===== config.mk =====
export PLATFORM = sky130hd
export DESIGN_NAME = lnsmd_top
export DESIGN_NICKNAME = d
export VERILOG_FILES = /design/src/rtl/lnsmd_pkg.sv /design/src/rtl/lnsmd_ctrl.sv /design/src/rtl/lnsmd_logadd.sv /design/src/rtl/lnsmd_datapath.sv /design/src/rtl/lnsmd_top.sv
export SDC_FILE = /design/constraint.sdc
export NUM_CORES = 1
export LEC_CHECK = 0
export BUFFER_PORTS_ARGS = -buffer_cell sky130_fd_sc_hd__buf_2
export CORE_AREA = 2 2 91 93
export CTS_CLUSTER_DIAMETER = 30
export CTS_CLUSTER_SIZE = 24
export DETAILED_ROUTE_END_ITERATION = 7
export DIE_AREA = 0 0 93 95
export MAX_ROUTING_LAYER = met4
export PLACE_DENSITY_LB_ADDON = 0.12
export RECOVER_POWER = 50
export REMOVE_ABC_BUFFERS = 1
export SYNTH_ARGS = -nofsm -noshare
export SYNTH_HDL_FRONTEND = slang
export SYNTH_HIERARCHICAL = 1
export SYNTH_SLANG_ARGS = --single-unit

===== constraint.sdc =====
create_clock -name clk -period 0.8 [get_ports clk]
set_input_delay 0.04 -clock clk [delete_from_list [all_inputs] [get_ports clk]]
set_output_delay 0.04 -clock clk [all_outputs]
set_load 0.05 [all_outputs]

===== src/rtl/lnsmd_pkg.sv =====
package lnsmd_pkg;

  typedef enum logic [1:0] {
    FLG_ZERO = 2'b00,
    FLG_NORM = 2'b01,
    FLG_INF  = 2'b10,
    FLG_NAN  = 2'b11
  } flag_e;

  // strobes handed from control to datapath
  typedef struct packed {
    logic capture;
    logic divSel;
  } strobe_t;

endpackage


===== src/rtl/lnsmd_ctrl.sv =====
module lnsmd_ctrl
  import lnsmd_pkg::*;
(
  input  logic    clk,
  input  logic    rstN,
  input  logic    inValid,
  input  logic    divMode,
  output strobe_t strobes,
  output logic    outValid
);

  always_comb begin
    strobes.capture = inValid;
    strobes.divSel  = divMode;
  end

  always_ff @(posedge clk or negedge rstN) begin
    if (!rstN) outValid <= 1'b0;
    else       outValid <= inValid;
  end

endmodule


===== src/rtl/lnsmd_logadd.sv =====
module lnsmd_logadd #(
  parameter int LOG_W = 18
) (
  input  logic [LOG_W-1:0] lhs,
  input  logic [LOG_W-1:0] rhs,
  input  logic             sub,
  output logic [LOG_W-1:0] sum,
  output logic             posOvf,
  output logic             negOvf
);

  localparam int MSB = LOG_W - 1;

  logic [LOG_W-1:0] rhsEff;
  logic [LOG_W-1:0] lowSum;
  logic             carryIn;
  logic             carryOut;
  logic             ovf;

  always_comb begin
    rhsEff   = sub ? ~rhs : rhs;
    // low part carries into the sign position through lowSum[MSB]
    lowSum   = {1'b0, lhs[MSB-1:0]} + {1'b0, rhsEff[MSB-1:0]}
             + {{(LOG_W-1){1'b0}}, sub};
    carryIn  = lowSum[MSB];
    carryOut = (lhs[MSB] & rhsEff[MSB]) | (carryIn & (lhs[MSB] ^ rhsEff[MSB]));
    sum      = {lhs[MSB] ^ rhsEff[MSB] ^ carryIn, lowSum[MSB-1:0]};
    ovf      = carryIn ^ carryOut;
    posOvf   = ovf & ~carryOut;
    negOvf   = ovf & carryOut;
  end

endmodule


===== src/rtl/lnsmd_datapath.sv =====
module lnsmd_datapath
  import lnsmd_pkg::*;
#(
  parameter int INT_W  = 8,
  parameter int FRAC_W = 10
) (
  input  logic                      clk,
  input  logic                      rstN,
  input  strobe_t                   strobes,
  input  logic [INT_W+FRAC_W+2:0]   opA,
  input  logic [INT_W+FRAC_W+2:0]   opB,
  output logic [INT_W+FRAC_W+2:0]   result
);

  localparam int LOG_W  = INT_W + FRAC_W;
  localparam int WORD_W = LOG_W + 3;
  localparam int SGN_B  = LOG_W;

  flag_e            flagA, flagB, resFlag;
  logic [LOG_W-1:0] logSum;
  logic             posOvf, negOvf;
  logic             resSign;
  logic [WORD_W-1:0] nextWord;

  lnsmd_logadd #(.LOG_W(LOG_W)) u_add (
    .lhs    (opA[LOG_W-1:0]),
    .rhs    (opB[LOG_W-1:0]),
    .sub    (strobes.divSel),
    .sum    (logSum),
    .posOvf (posOvf),
    .negOvf (negOvf)
  );

  always_comb begin
    flagA   = flag_e'(opA[WORD_W-1 -: 2]);
    flagB   = flag_e'(opB[WORD_W-1 -: 2]);
    resSign = opA[SGN_B] ^ opB[SGN_B];
    resFlag = FLG_NORM;
    if (flagA == FLG_NAN || flagB == FLG_NAN) begin
      resFlag = FLG_NAN;
    end else if (!strobes.divSel) begin
      if ((flagA == FLG_ZERO && flagB == FLG_INF) ||
          (flagA == FLG_INF  && flagB == FLG_ZERO))
        resFlag = FLG_NAN;
      else if (flagA == FLG_ZERO || flagB == FLG_ZERO)
        resFlag = FLG_ZERO;
      else if (flagA == FLG_INF || flagB == FLG_INF)
        resFlag = FLG_INF;
      else if (posOvf)
        resFlag = FLG_INF;
      else if (negOvf)
        resFlag = FLG_ZERO;
    end else begin
      if ((flagA == FLG_ZERO && flagB == FLG_ZERO) ||
          (flagA == FLG_INF  && flagB == FLG_INF))
        resFlag = FLG_NAN;
      else if (flagB == FLG_ZERO)
        resFlag = FLG_INF;
      else if (flagA == FLG_ZERO)
        resFlag = FLG_ZERO;
      else if (flagA == FLG_INF)
        resFlag = FLG_INF;
      else if (flagB == FLG_INF)
        resFlag = FLG_ZERO;
      else if (posOvf)
        resFlag = FLG_INF;
      else if (negOvf)
        resFlag = FLG_ZERO;
    end
    nextWord = {resFlag, resSign, (resFlag == FLG_NORM) ? logSum : {LOG_W{1'b0}}};
  end

  always_ff @(posedge clk or negedge rstN) begin
    if (!rstN)                result <= '0;
    else if (strobes.capture) result <= nextWord;
  end

endmodule


===== src/rtl/lnsmd_top.sv =====
module lnsmd_top
  import lnsmd_pkg::*;
#(
  parameter int INT_W  = 8,
  parameter int FRAC_W = 10
) (
  input  logic                    clk,
  input  logic                    rstN,
  input  logic                    inValid,
  input  logic                    divMode,
  input  logic [INT_W+FRAC_W+2:0] opA,
  input  logic [INT_W+FRAC_W+2:0] opB,
  output logic                    outValid,
  output logic [INT_W+FRAC_W+2:0] result
);

  strobe_t strobes;

  lnsmd_ctrl u_ctrl (
    .clk      (clk),
    .rstN     (rstN),
    .inValid  (inValid),
    .divMode  (divMode),
    .strobes  (strobes),
    .outValid (outValid)
  );

  lnsmd_datapath #(.INT_W(INT_W), .FRAC_W(FRAC_W)) u_dp (
    .clk     (clk),
    .rstN    (rstN),
    .strobes (strobes),
    .opA     (opA),
    .opB     (opB),
    .result  (result)
  );

endmodule


==> impl_metrics.py <==
metrics = {
    "worst_hold_path": {
        "min_path_cells": 3,
        "min_to": "u_dp/result[18]",
        "hold_start": "opB[18]",
        "hold_class": "input pin to register",
    },
    "run": {
        "max-cap-violations": 0,
    },
    "finish": {
        "nets": 464,
        "n_antenna_cell": 0,
        "final_cells": 504,
        "syn_to_final_growth_pct": 64.7,
        "final_cell_area_mm2": 0.00376,
        "fillers": 841,
        "drive_gt1_frac": 0.481,
    },
    "placed_design": {
        "placed_cell_area_mm2": 0.00315,
        "pre_cts_ws_ps": -2660,
        "port_buffers": 67,
        "dp_hpwl_mm": 5.04,
        "place_congestion": 0.835,
        "placedCellCount": 480,
    },
    "timing": {
        "slew_viol_final": 0,
        "slew_headroom": 0.639,
        "setup_viol": 42,
        "timing.fmax_ghz": 0.341,
        "finalCriticalPeriod_ps": 2930,
        "holdWs_ps": 82.9,
        "fin_setup_tns_ps": -43100,
        "rsz0062_at_grt": "true",
        "post-route-period-util": 3.67,
        "worst_slack_ps": -2130,
        "finalHoldViolCount": 0,
        "worst_pin_slew_ps": 541,
        "skew_ps": 0,
    },
    "critical_path": {
        "cp_slowest_cell": "fa_2",
        "crit_path_end_kind": "register",
        "r2r_start": "u_dp/result[3]",
        "reg2reg_to": "u_dp/result[3]",
        "cp_data_arrival_time_ps": 3100,
        "critPathMaxStageDelay_ps": 420,
        "worstRegToRegCells": 3,
        "critPathMaxFanout": 7,
        "critPathRequiredTime_ps": 970,
        "ff2ff_setup_slack_ps": -40,
        "path_cells": "buf_12 > buf_12 > xor2_2 > ha_1 > nand2_2 > o21ai_2 > nand2_2 > o41ai_4 > a21boi_2 > fa_2 > nor2b_4 > a31o_4 > nor2_4 > a32oi_2 > o31a_4 > clkbuf_16 > o32ai_2",
        "critPathTopFamily": "compound AO/OA/AOI/OAI gates",
        "critPathLaunchType": "input pin",
        "crit_type": "input pin to register",
        "crit_buf_inv": 3,
    },
    "synth": {
        "synth_most_common_cell": "nand2_1",
        "synth-edff-count": 0,
        "yosysTopAreaCell": "dfrtp_1",
        "synth_warnings": 6,
        "synthesis.area_mm2": 0.00228,
        "synth.avg_cell_area_um2": 8.71,
        "yosysSeqAreaShare": 0.241,
        "synth-seq-cells": 22,
        "yosysUniqueCellTypes": 47,
        "synth_top_cells_by_count": "nand2_1 (30), inv_1 (27), xor2_1 (23)",
        "synth_area_leaders": "dfrtp_1 (24%), xor2_1 (8.8%), ha_1 (8.8%)",
        "syn-instance-count": 262,
        "synthArstFlopShare": 1.00,
        "ys.flop_type": "dfrtp_1",
        "synth.top_cell.area_share": 0.241,
    },
    "detailed_routing": {
        "via_count": 2321,
        "drcViolationCount": 0,
        "routedWlPerCell_um": 13.1,
        "postRouteAntennaNets": 0,
        "via_per_inst": 4.61,
        "drt-initial-drc-count": 18,
        "drt-total-wl_mm": 6.62,
        "first_pass_iters": 4,
    },
    "clock_network": {
        "cts_tree": "built",
        "cts_buffers": 3,
        "clk_latency_ps": 260,
        "htree_levels": 1,
        "path_clk_slew_ps": 70,
        "cts_root_buf": "clkbuf_8",
        "clk_path_buf_depth": 2,
        "clkSinkCount": 22,
    },
    "global_routing": {
        "track_usage": 0.155,
        "grt_max_degree": 26,
        "grt_pass1_vias": 2316,
        "grt_pass1_wl_mm": 10.8,
        "antenna_found_initial": 0,
        "overflow": 0,
    },
    "floorplanning": {
        "coreArea_mm2": 0.00793,
        "die_w_um": 93,
        "rows": 33,
        "io_pins": 68,
        "chipHeight_um": 95,
        "die_area_mm2": 0.00884,
        "start_util": 0.288,
    },
    "power_and_ir_drop": {
        "vdd_drop_max_mv": 0.537,
        "p_per_area_mw_per_mm2": 1490,
        "leakage_uw": 0.00177,
    },
    "outcome": {
        "outcome": "finished with violations",
        "violations": "negative setup slack",
    },
}
## flip-flops by register name, summed over array words and instances (netlist names)
register	count
u_ctrl/outValid	1
u_dp/result	21
## power breakdown
group	switching, µW	internal (µW)
sequential	70.0	1200
clock	341	438
combinational	1830	1710
## metrics by stage
step                      utilization  power (µW)
after floorplan                     -        2960
after detailed placement        0.398        4220
after CTS                       0.447        5350
after global placement          0.398        4220
after global routing            0.474        6010
final                           0.474        5590
## kinds of logic (layout without fill, tap and decap cells)
| kind of cell | Yosys count | in the layout | share of synthesized area |
|---|---|---|---|
| XOR/XNOR | 33 | 33 | 0.127 |
| buffers and inverters | 44 | 181 | 0.101 |
| AND/OR/NAND/NOR | 61 | 61 | 0.122 |
| multiplexers | 3 | 3 | 0.0148 |
| AO/OA/AOI/OAI | 81 | 81 | 0.288 |
| flip-flops | 22 | 22 | 0.241 |
| adder cells (fa/ha/maj) | 18 | 18 | 0.105 |
## how the worst max path moves through the flow
stage	startpoint	end	depth (start not counted)
CTS	divMode	u_dp/result[6]	15
detailed placement	divMode	u_dp/result[17]	16
finish	divMode	u_dp/result[8]	17
floorplan	divMode	u_dp/result[10]	14
global placement	divMode	u_dp/result[10]	16
global route	divMode	u_dp/result[6]	17
## metal layers
metal  GRT usage  vias up  wire length [µm]
li1            -     1212                 -
met1       0.211     1065              3180
met2       0.258       39              3220
met3     0.00878        5               168
met4      0.0294        0                50
met5           -        -                 0
## placed cells by master (no fill, tap or decap), types with 3 or more instances in the layout
cell / n
nand2_2: 3
buf_12: 5
ha_1: 16
nor2b_1: 4
o211ai_1: 4
a21oi_1: 14
nand2_1: 28
xor2_1: 22
dfrtp_1: 22
buf_6: 24
o32ai_4: 3
inv_1: 27
a21oi_2: 4
nor2_1: 11
a21o_1: 6
buf_4: 72
o32ai_2: 15
xnor2_1: 10
a31oi_1: 7
buf_2: 43
clkbuf_8: 4
o21a_1: 3
nand2b_1: 3
nand4_1: 3
o21ai_0: 6
## worst register-to-register path: cells and delay by family (launching register included)
| kind | cells | cell delay (ps) |
|---|---|---|
| AO/OA/AOI/OAI | 1 | 80 |
| flip-flops | 1 | 400 |
| buffers and inverters | 2 | 220 |
## area by class of cell
cell class                 count  area, µm²  share of cell area
clock buffer                   4       55.1              0.0146
sequential                    22        551               0.146
multi-input combinational    196       1700               0.452
tap                          105        131              0.0349
timing repair buffer         150       1220               0.325
inverter                      27        101              0.0270
## repair_timing
action / CTS / global route
gates cloned: 1 / 3
pin swaps: 5 / 31
hold buffers: 1 / 0
gates resized for setup: 62 / 23
hold endpoints to repair: 22 / 0
setup endpoints to repair: 42 / 42
setup buffers: 11 / 4
Note: power is estimated with default switching activity, not from simulation.
